===== src/rtl/rfo_pkg.sv =====
package rfo_pkg;
   // Words that make up one tag reply; the channel register is this many words wide.
   localparam int unsigned WORDS_PER_TAG = 2;

   typedef enum logic {
      RATE_SLOW = 1'b0,
      RATE_FAST = 1'b1
   } rate_e;
endpackage


===== src/rtl/rfo_word_store.sv =====
module rfo_word_store #(
   parameter int unsigned NUM_CH = 4,
   parameter int unsigned WORD_W = 32,
   parameter int unsigned PTR_W  = 4,
   parameter int unsigned CNT_W  = 3
) (
   input  logic                               clk,
   input  logic                               rst,
   input  logic                               wr_accept,
   input  logic [WORD_W-1:0]                  wr_data,
   input  logic                               clear,
   output logic [2*NUM_CH-1:0][WORD_W-1:0]    words,
   output logic [CNT_W-1:0]                   pairs
);
   localparam int unsigned SLOTS = rfo_pkg::WORDS_PER_TAG * NUM_CH;
   localparam int unsigned IDX_W = (SLOTS > 1) ? $clog2(SLOTS) : 1;

   logic [PTR_W-1:0] ptr;
   logic             room;

   assign room  = (ptr < PTR_W'(SLOTS));
   assign pairs = CNT_W'(ptr >> 1);

   always_ff @(posedge clk) begin
      if (rst) begin
         ptr   <= '0;
         words <= '0;
      end else if (clear) begin
         ptr <= '0;
      end else if (wr_accept && room) begin
         words[ptr[IDX_W-1:0]] <= wr_data;
         ptr                   <= ptr + PTR_W'(1);
      end
   end
endmodule


===== src/rtl/rfo_rate_gen.sv =====
module rfo_rate_gen #(
   parameter int unsigned DIV_SLOW = 5000,
   parameter int unsigned DIV_FAST = 2500
) (
   input  logic clk,
   input  logic rst,
   input  logic run,
   input  logic restart,
   input  logic fast,
   output logic tick
);
   localparam int unsigned CW = $clog2(DIV_SLOW);

   logic [CW-1:0] cnt;
   logic [CW-1:0] lim;

   assign lim  = (fast == rfo_pkg::RATE_FAST) ? CW'(DIV_FAST - 1) : CW'(DIV_SLOW - 1);
   assign tick = run && (cnt == lim);

   always_ff @(posedge clk) begin
      if (rst || restart || !run || tick) cnt <= '0;
      else                                cnt <= cnt + CW'(1);
   end
endmodule


===== src/rtl/rfo_lane.sv =====
module rfo_lane #(
   parameter int unsigned WORD_W = 32
) (
   input  logic              clk,
   input  logic              rst,
   input  logic              load,
   input  logic              take,
   input  logic [WORD_W-1:0] hi_word,
   input  logic [WORD_W-1:0] lo_word,
   input  logic              shift,
   input  logic              finish,
   output logic              bit_o,
   output logic              valid_o
);
   localparam int unsigned REG_W = rfo_pkg::WORDS_PER_TAG * WORD_W;

   logic [REG_W-1:0] sreg;
   logic             live;

   always_ff @(posedge clk) begin
      if (rst) begin
         sreg <= '0;
         live <= 1'b0;
      end else if (load) begin
         sreg <= take ? {hi_word, lo_word} : '0;
         live <= take;
      end else begin
         if (shift)  sreg <= sreg >> 1;
         if (finish) live <= 1'b0;
      end
   end

   assign bit_o   = live & sreg[0];
   assign valid_o = live;
endmodule


===== src/rtl/reply_fanout.sv =====
module reply_fanout #(
   parameter int unsigned NUM_CH   = 4,
   parameter int unsigned WORD_W   = 32,
   parameter int unsigned DIV_SLOW = 5000,
   parameter int unsigned DIV_FAST = 2500
) (
   input  logic                            clk,
   input  logic                            rst,
   input  logic                            wr_en,
   input  logic [WORD_W-1:0]               wr_data,
   input  logic                            commit,
   input  logic                            rate_fast,
   output logic [NUM_CH-1:0]               ch_bit,
   output logic [NUM_CH-1:0]               ch_valid,
   output logic                            busy,
   output logic                            bit_tick,
   output logic [$clog2(NUM_CH+1)-1:0]     tag_count
);
   localparam int unsigned BUF_W = rfo_pkg::WORDS_PER_TAG * WORD_W;
   localparam int unsigned PTR_W = $clog2(rfo_pkg::WORDS_PER_TAG * NUM_CH + 1);
   localparam int unsigned CNT_W = $clog2(NUM_CH + 1);
   localparam int unsigned BIT_W = $clog2(BUF_W);

   generate
      if (NUM_CH < 1) begin : g_bad_ch
         $error("reply_fanout: NUM_CH must be at least 1");
      end
      if (WORD_W < 1) begin : g_bad_word
         $error("reply_fanout: WORD_W must be at least 1");
      end
      if (DIV_FAST < 2) begin : g_bad_fast
         $error("reply_fanout: DIV_FAST must be at least 2");
      end
      if (DIV_SLOW < DIV_FAST) begin : g_bad_slow
         $error("reply_fanout: DIV_SLOW must not be below DIV_FAST");
      end
   endgenerate

   logic [2*NUM_CH-1:0][WORD_W-1:0] words;
   logic [CNT_W-1:0]                pairs;
   logic                            go;
   logic                            wr_accept;
   logic                            last;
   logic                            busy_q;
   logic [BIT_W-1:0]                bit_idx;
   logic [CNT_W-1:0]                count_q;

   assign go        = commit && !busy_q && (pairs != '0);
   assign wr_accept = wr_en && !busy_q && !commit;
   assign last      = bit_tick && (bit_idx == BIT_W'(BUF_W - 1));

   rfo_word_store #(
      .NUM_CH (NUM_CH),
      .WORD_W (WORD_W),
      .PTR_W  (PTR_W),
      .CNT_W  (CNT_W)
   ) u_store (
      .clk       (clk),
      .rst       (rst),
      .wr_accept (wr_accept),
      .wr_data   (wr_data),
      .clear     (go),
      .words     (words),
      .pairs     (pairs)
   );

   rfo_rate_gen #(
      .DIV_SLOW (DIV_SLOW),
      .DIV_FAST (DIV_FAST)
   ) u_rate (
      .clk     (clk),
      .rst     (rst),
      .run     (busy_q),
      .restart (go),
      .fast    (rate_fast),
      .tick    (bit_tick)
   );

   always_ff @(posedge clk) begin
      if (rst) begin
         busy_q  <= 1'b0;
         bit_idx <= '0;
         count_q <= '0;
      end else if (go) begin
         busy_q  <= 1'b1;
         bit_idx <= '0;
         count_q <= pairs;
      end else if (bit_tick) begin
         bit_idx <= bit_idx + BIT_W'(1);
         if (last) busy_q <= 1'b0;
      end
   end

   generate
      for (genvar k = 0; k < NUM_CH; k++) begin : g_lane
         logic take;
         assign take = (CNT_W'(k) < pairs);

         rfo_lane #(
            .WORD_W (WORD_W)
         ) u_lane (
            .clk     (clk),
            .rst     (rst),
            .load    (go),
            .take    (take),
            .hi_word (words[2*k]),
            .lo_word (words[2*k+1]),
            .shift   (bit_tick),
            .finish  (last),
            .bit_o   (ch_bit[k]),
            .valid_o (ch_valid[k])
         );
      end
   endgenerate

   assign busy      = busy_q;
   assign tag_count = count_q;
endmodule


===== config.mk =====
export PLATFORM = sky130hd
export DESIGN_NAME = reply_fanout
export DESIGN_NICKNAME = d
export VERILOG_FILES = /design/src/rtl/rfo_pkg.sv /design/src/rtl/rfo_word_store.sv /design/src/rtl/rfo_rate_gen.sv /design/src/rtl/rfo_lane.sv /design/src/rtl/reply_fanout.sv
export SDC_FILE = /design/constraint.sdc
export NUM_CORES = 1
export LEC_CHECK = 0
export BUFFER_PORTS_ARGS = -buffer_cell sky130_fd_sc_hd__buf_2
export CAP_MARGIN = 20
export CORE_UTILIZATION = 45
export CTS_BUF_LIST = sky130_fd_sc_hd__clkbuf_2
export DETAILED_ROUTE_END_ITERATION = 10
export PLACE_DENSITY = 0.6
export SYNTH_ARGS = -nofsm -noshare
export SYNTH_HDL_FRONTEND = slang
export SYNTH_SLANG_ARGS = --single-unit

===== constraint.sdc =====
create_clock -name clk -period 2.1 [get_ports clk]
set_clock_uncertainty 0.05 [all_clocks]
set_input_delay 0.105 -clock clk [delete_from_list [all_inputs] [get_ports clk]]
set_output_delay 0.105 -clock clk [all_outputs]
set_load 0.005 [all_outputs]

==> reports/summary.txt <==
Final Routed Wirelength: 75,200 um
post-route ant nets: 0
async set or reset register ratio after synthesis: 0
area of the core: 0.0530 mm2
worst-path maximum fanout: 2
status: finished, violations left
Cell variety after synth: 51
clk sinks: 543
Synth Net Count: 3,025
leakage power: 10.7 nW
Max VDD drop: 359 uV
Clock transition at path regs: 0.12 ns
largest net degree at the start of global routing: 109
setup ws final: -0.935 ns
FF-to-FF path depth: 11
Tot Pwr: 19.4 mW
Vias per Instance: 5.60
Synth top area share: 0.448
drt wl/cell: 19.3 um
Vias: 21,800
Post-layout nets: 3,141
vias in the first global route: 21,200
FF-to-FF setup slack: -0.60 ns
Boundary Pins: 50
critical path startpoint category: register
total grt overflow: 0
Total GRT Usage: 0.274
full die area: 0.0549 mm2
RSZ-0062 raised after global routing: true
Worst-Margin Slew: 0.937 ns
crit end category: output port
required time of the critical path: 1.95 ns
Max Cap Viol: 0
Hold Crit Start: commit
DP Wirelength: 39,200 um
final hold vios: 0
share of layout cells above drive strength 1: 0.184
initial antenna violation count: 5
H-tree levels: 4
CTS tree: built
Clock Tree Buf Depth: 3
gpl congestion: 0.764
Hold Path Sink: g_lane[0].u_lane.sreg[2]$_SDFFE_PP0P_
clock buffer count from CTS: 147
CP max stage cell: or4b_4
largest cells by area after synthesis: dfxtp_1 (45%), nand2_1 (10%), a21oi_1 (8.2%)
area delta synth->final: 19.1%
Avg Inst Size Synth: 8.14 um2
Die Wd: 234 um
area of placed instances: 0.0253 mm2
Min-Delay Path Class: in2reg
Worst Setup SP: u_rate.cnt[1]$_SDFF_PP0_
cell area after layout: 0.0289 mm2
Initial Util: 0.459
FF-to-FF End: g_lane[3].u_lane.sreg[7]$_SDFFE_PP0P_
most common cell in the netlist: nand2_1
synth warn: 0
router iterations before antenna repair: 5
Cell Rows: 84
Most used DFF post-synth: dfxtp_1
worst setup path category: reg2out
post-synthesis cell count: 2,985
WP data arrival: 2.88 ns
Mapped Area: 0.0243 mm2
Synth area leader: dfxtp_1
Worst-Skew Late Latency: 1.37 ns
most common library cells after synthesis: nand2_1 (652), dfxtp_1 (543), a21oi_1 (397)
Achievable Freq: 329 MHz
sequential-to-total area share from yosys stat: 0.448
first-pass GRT wire length: 116,000 um
CTS Root Cell: clkbuf_2
failing checks: setup timing
Post-synth EDFFs: 0
Finished Core Util: 0.546
hold path depth: 7
PD cells: 669 mW/mm2
Largest stage delay, worst path: 0.47 ns
FILL cells: 4,965
final worst-path cycle share: 1.45
Max-slew headroom: 0.375
Die Height: 234 um
Seq cells post-synth: 543
port bufs: 49
starting DRC count in detailed routing: 1,692
Pins Over Slew Limit: 0
critical path cell sequence: ha_4 > or4b_4 > or2_4 > buf_6 > nor2_1 > buf_2
Final Critical Period: 3.04 ns
Crit Reg-Reg Startpoint: u_rate.cnt[1]$_SDFF_PP0_
DRC Markers: 0
final setup violating endpoints: 463
[final cells by class]
type,instances,area [um2],share of cell area
Tap cell,688,861,0.0298
Sequential cell,543,10900,0.376
Antenna cell,3,7.51,0.000259
Multi-Input combinational cell,2118,12300,0.426
Inverter,4,16.3,0.000562
Clock buffer,213,1070,0.0368
Clock inverter,40,280,0.00969
Timing Repair Buffer,287,3480,0.120
[worst max-delay path, delay by kind of cell (launching register included)]
| kind | cells | cell delay [ns] |
|---|---|---|
| flip-flops | 1 | 0.37 |
| buffers and inverters | 2 | 0.24 |
| AND/OR/NAND/NOR | 3 | 0.80 |
| adder cells (fa/ha/maj) | 1 | 0.13 |
[timing repair]
action | in CTS | in global routing
endpoints found under the hold margin | 543 | 0
endpoints found under the setup margin | 355 | 472
hold buffers | 74 | 0
resized for setup | 88 | 60
cloned | 22 | 4
pin swaps | 52 | 26
buffers inserted | 19 | 10
[routing by layer]
| layer | up-vias | GRT usage | wire length [um] |
|---|---|---|---|
| met5 | - | 0 | 28 |
| met4 | 4 | 0.119 | 2050 |
| met3 | 138 | 0.0631 | 4990 |
| met2 | 737 | 0.435 | 34900 |
| met1 | 10500 | 0.354 | 33200 |
| li1 | 10500 | - | - |
[metrics by stage]
step	setup TNS, ns	instances	hold slack, ns	setup WS, ns
final	-120.37	3896	0.155	-0.935
after global routing	-155.22	3896	0.132	-1.06
after CTS	-79.54	3883	0.0122	-1.04
after detailed placement	-23.93	3515	0.392	-0.207
after global placement	-19.27	3515	0.387	-0.122
after floorplan	0	2985	0.261	0.00280
[worst max path at each step]
stage	to	slack [ns]	cells past startpoint
3_3_place_gp	g_lane[0].u_lane.sreg[57]$_SDFFE_PP0P_	-0.12	7
4_1_cts	bit_tick	-1.04	6
6_report	bit_tick	-0.94	6
2_1_floorplan	bit_idx[4]$_SDFFE_PP0P_	0.003	6
5_1_grt	bit_tick	-1.06	6
3_5_place_dp	g_lane[0].u_lane.sreg[53]$_SDFFE_PP0P_	-0.21	7
[registers in the layout (all words and copies together) (netlist names)]
register and count:
bit_idx 6, g_lane.u_lane.valid_o 4, tag_count 3, u_rate.cnt 13
u_store.ptr 4, u_store.words 256, g_lane.u_lane.sreg 256, busy 1
[where the power goes]
part           switching, mW  total, mW  leakage (nW)  internal [mW]
Combinational          0.821       1.19          5.27          0.369
Clock                   4.56       7.76          1.01           3.20
Sequential            0.0428       10.4          4.38           10.4
Total                   5.43       19.4          10.7           13.9
[cell families after synthesis]
kind of cell / count (synthesis) / share of synthesized area
flip-flops: 543 / 0.448
AO/OA/AOI/OAI: 809 / 0.186
buffers and inverters: 325 / 0.0628
XOR/XNOR: 11 / 0.00397
adder cells (fa/ha/maj): 3 / 0.00155
multiplexers: 186 / 0.0830
AND/OR/NAND/NOR: 1108 / 0.215
[layout by cell type (no fill, tap or decap), types with 5 or more instances in the layout]
cell type,Yosys,layout
buf_6,7,26
nand3_1,69,56
nor3b_1,62,62
xor2_1,5,5
nand3b_1,62,62
mux2_2,57,57
buf_4,50,68
a211oi_1,11,10
dlygate4sd3_1,0,73
a21boi_0,62,62
nand2_1,652,651
a31oi_1,5,5
mux2_1,67,44
o21ai_0,254,253
dfxtp_1,543,535
a21oi_1,397,396
clkbuf_16,0,5
xnor2_1,6,6
mux2_4,0,23
buf_12,0,50
or3_1,9,8
nor2b_1,125,124
and3_1,6,6
nor3_4,0,7
nor2_1,87,86
buf_16,0,18
o31ai_1,6,6
clkbuf_2,0,213
buf_2,52,43
nand3_2,0,13
a311oi_1,58,38
a311oi_2,0,20
mux2i_1,62,62
clkinv_1,0,27
Note: power is estimated with default switching activity, not from simulation.
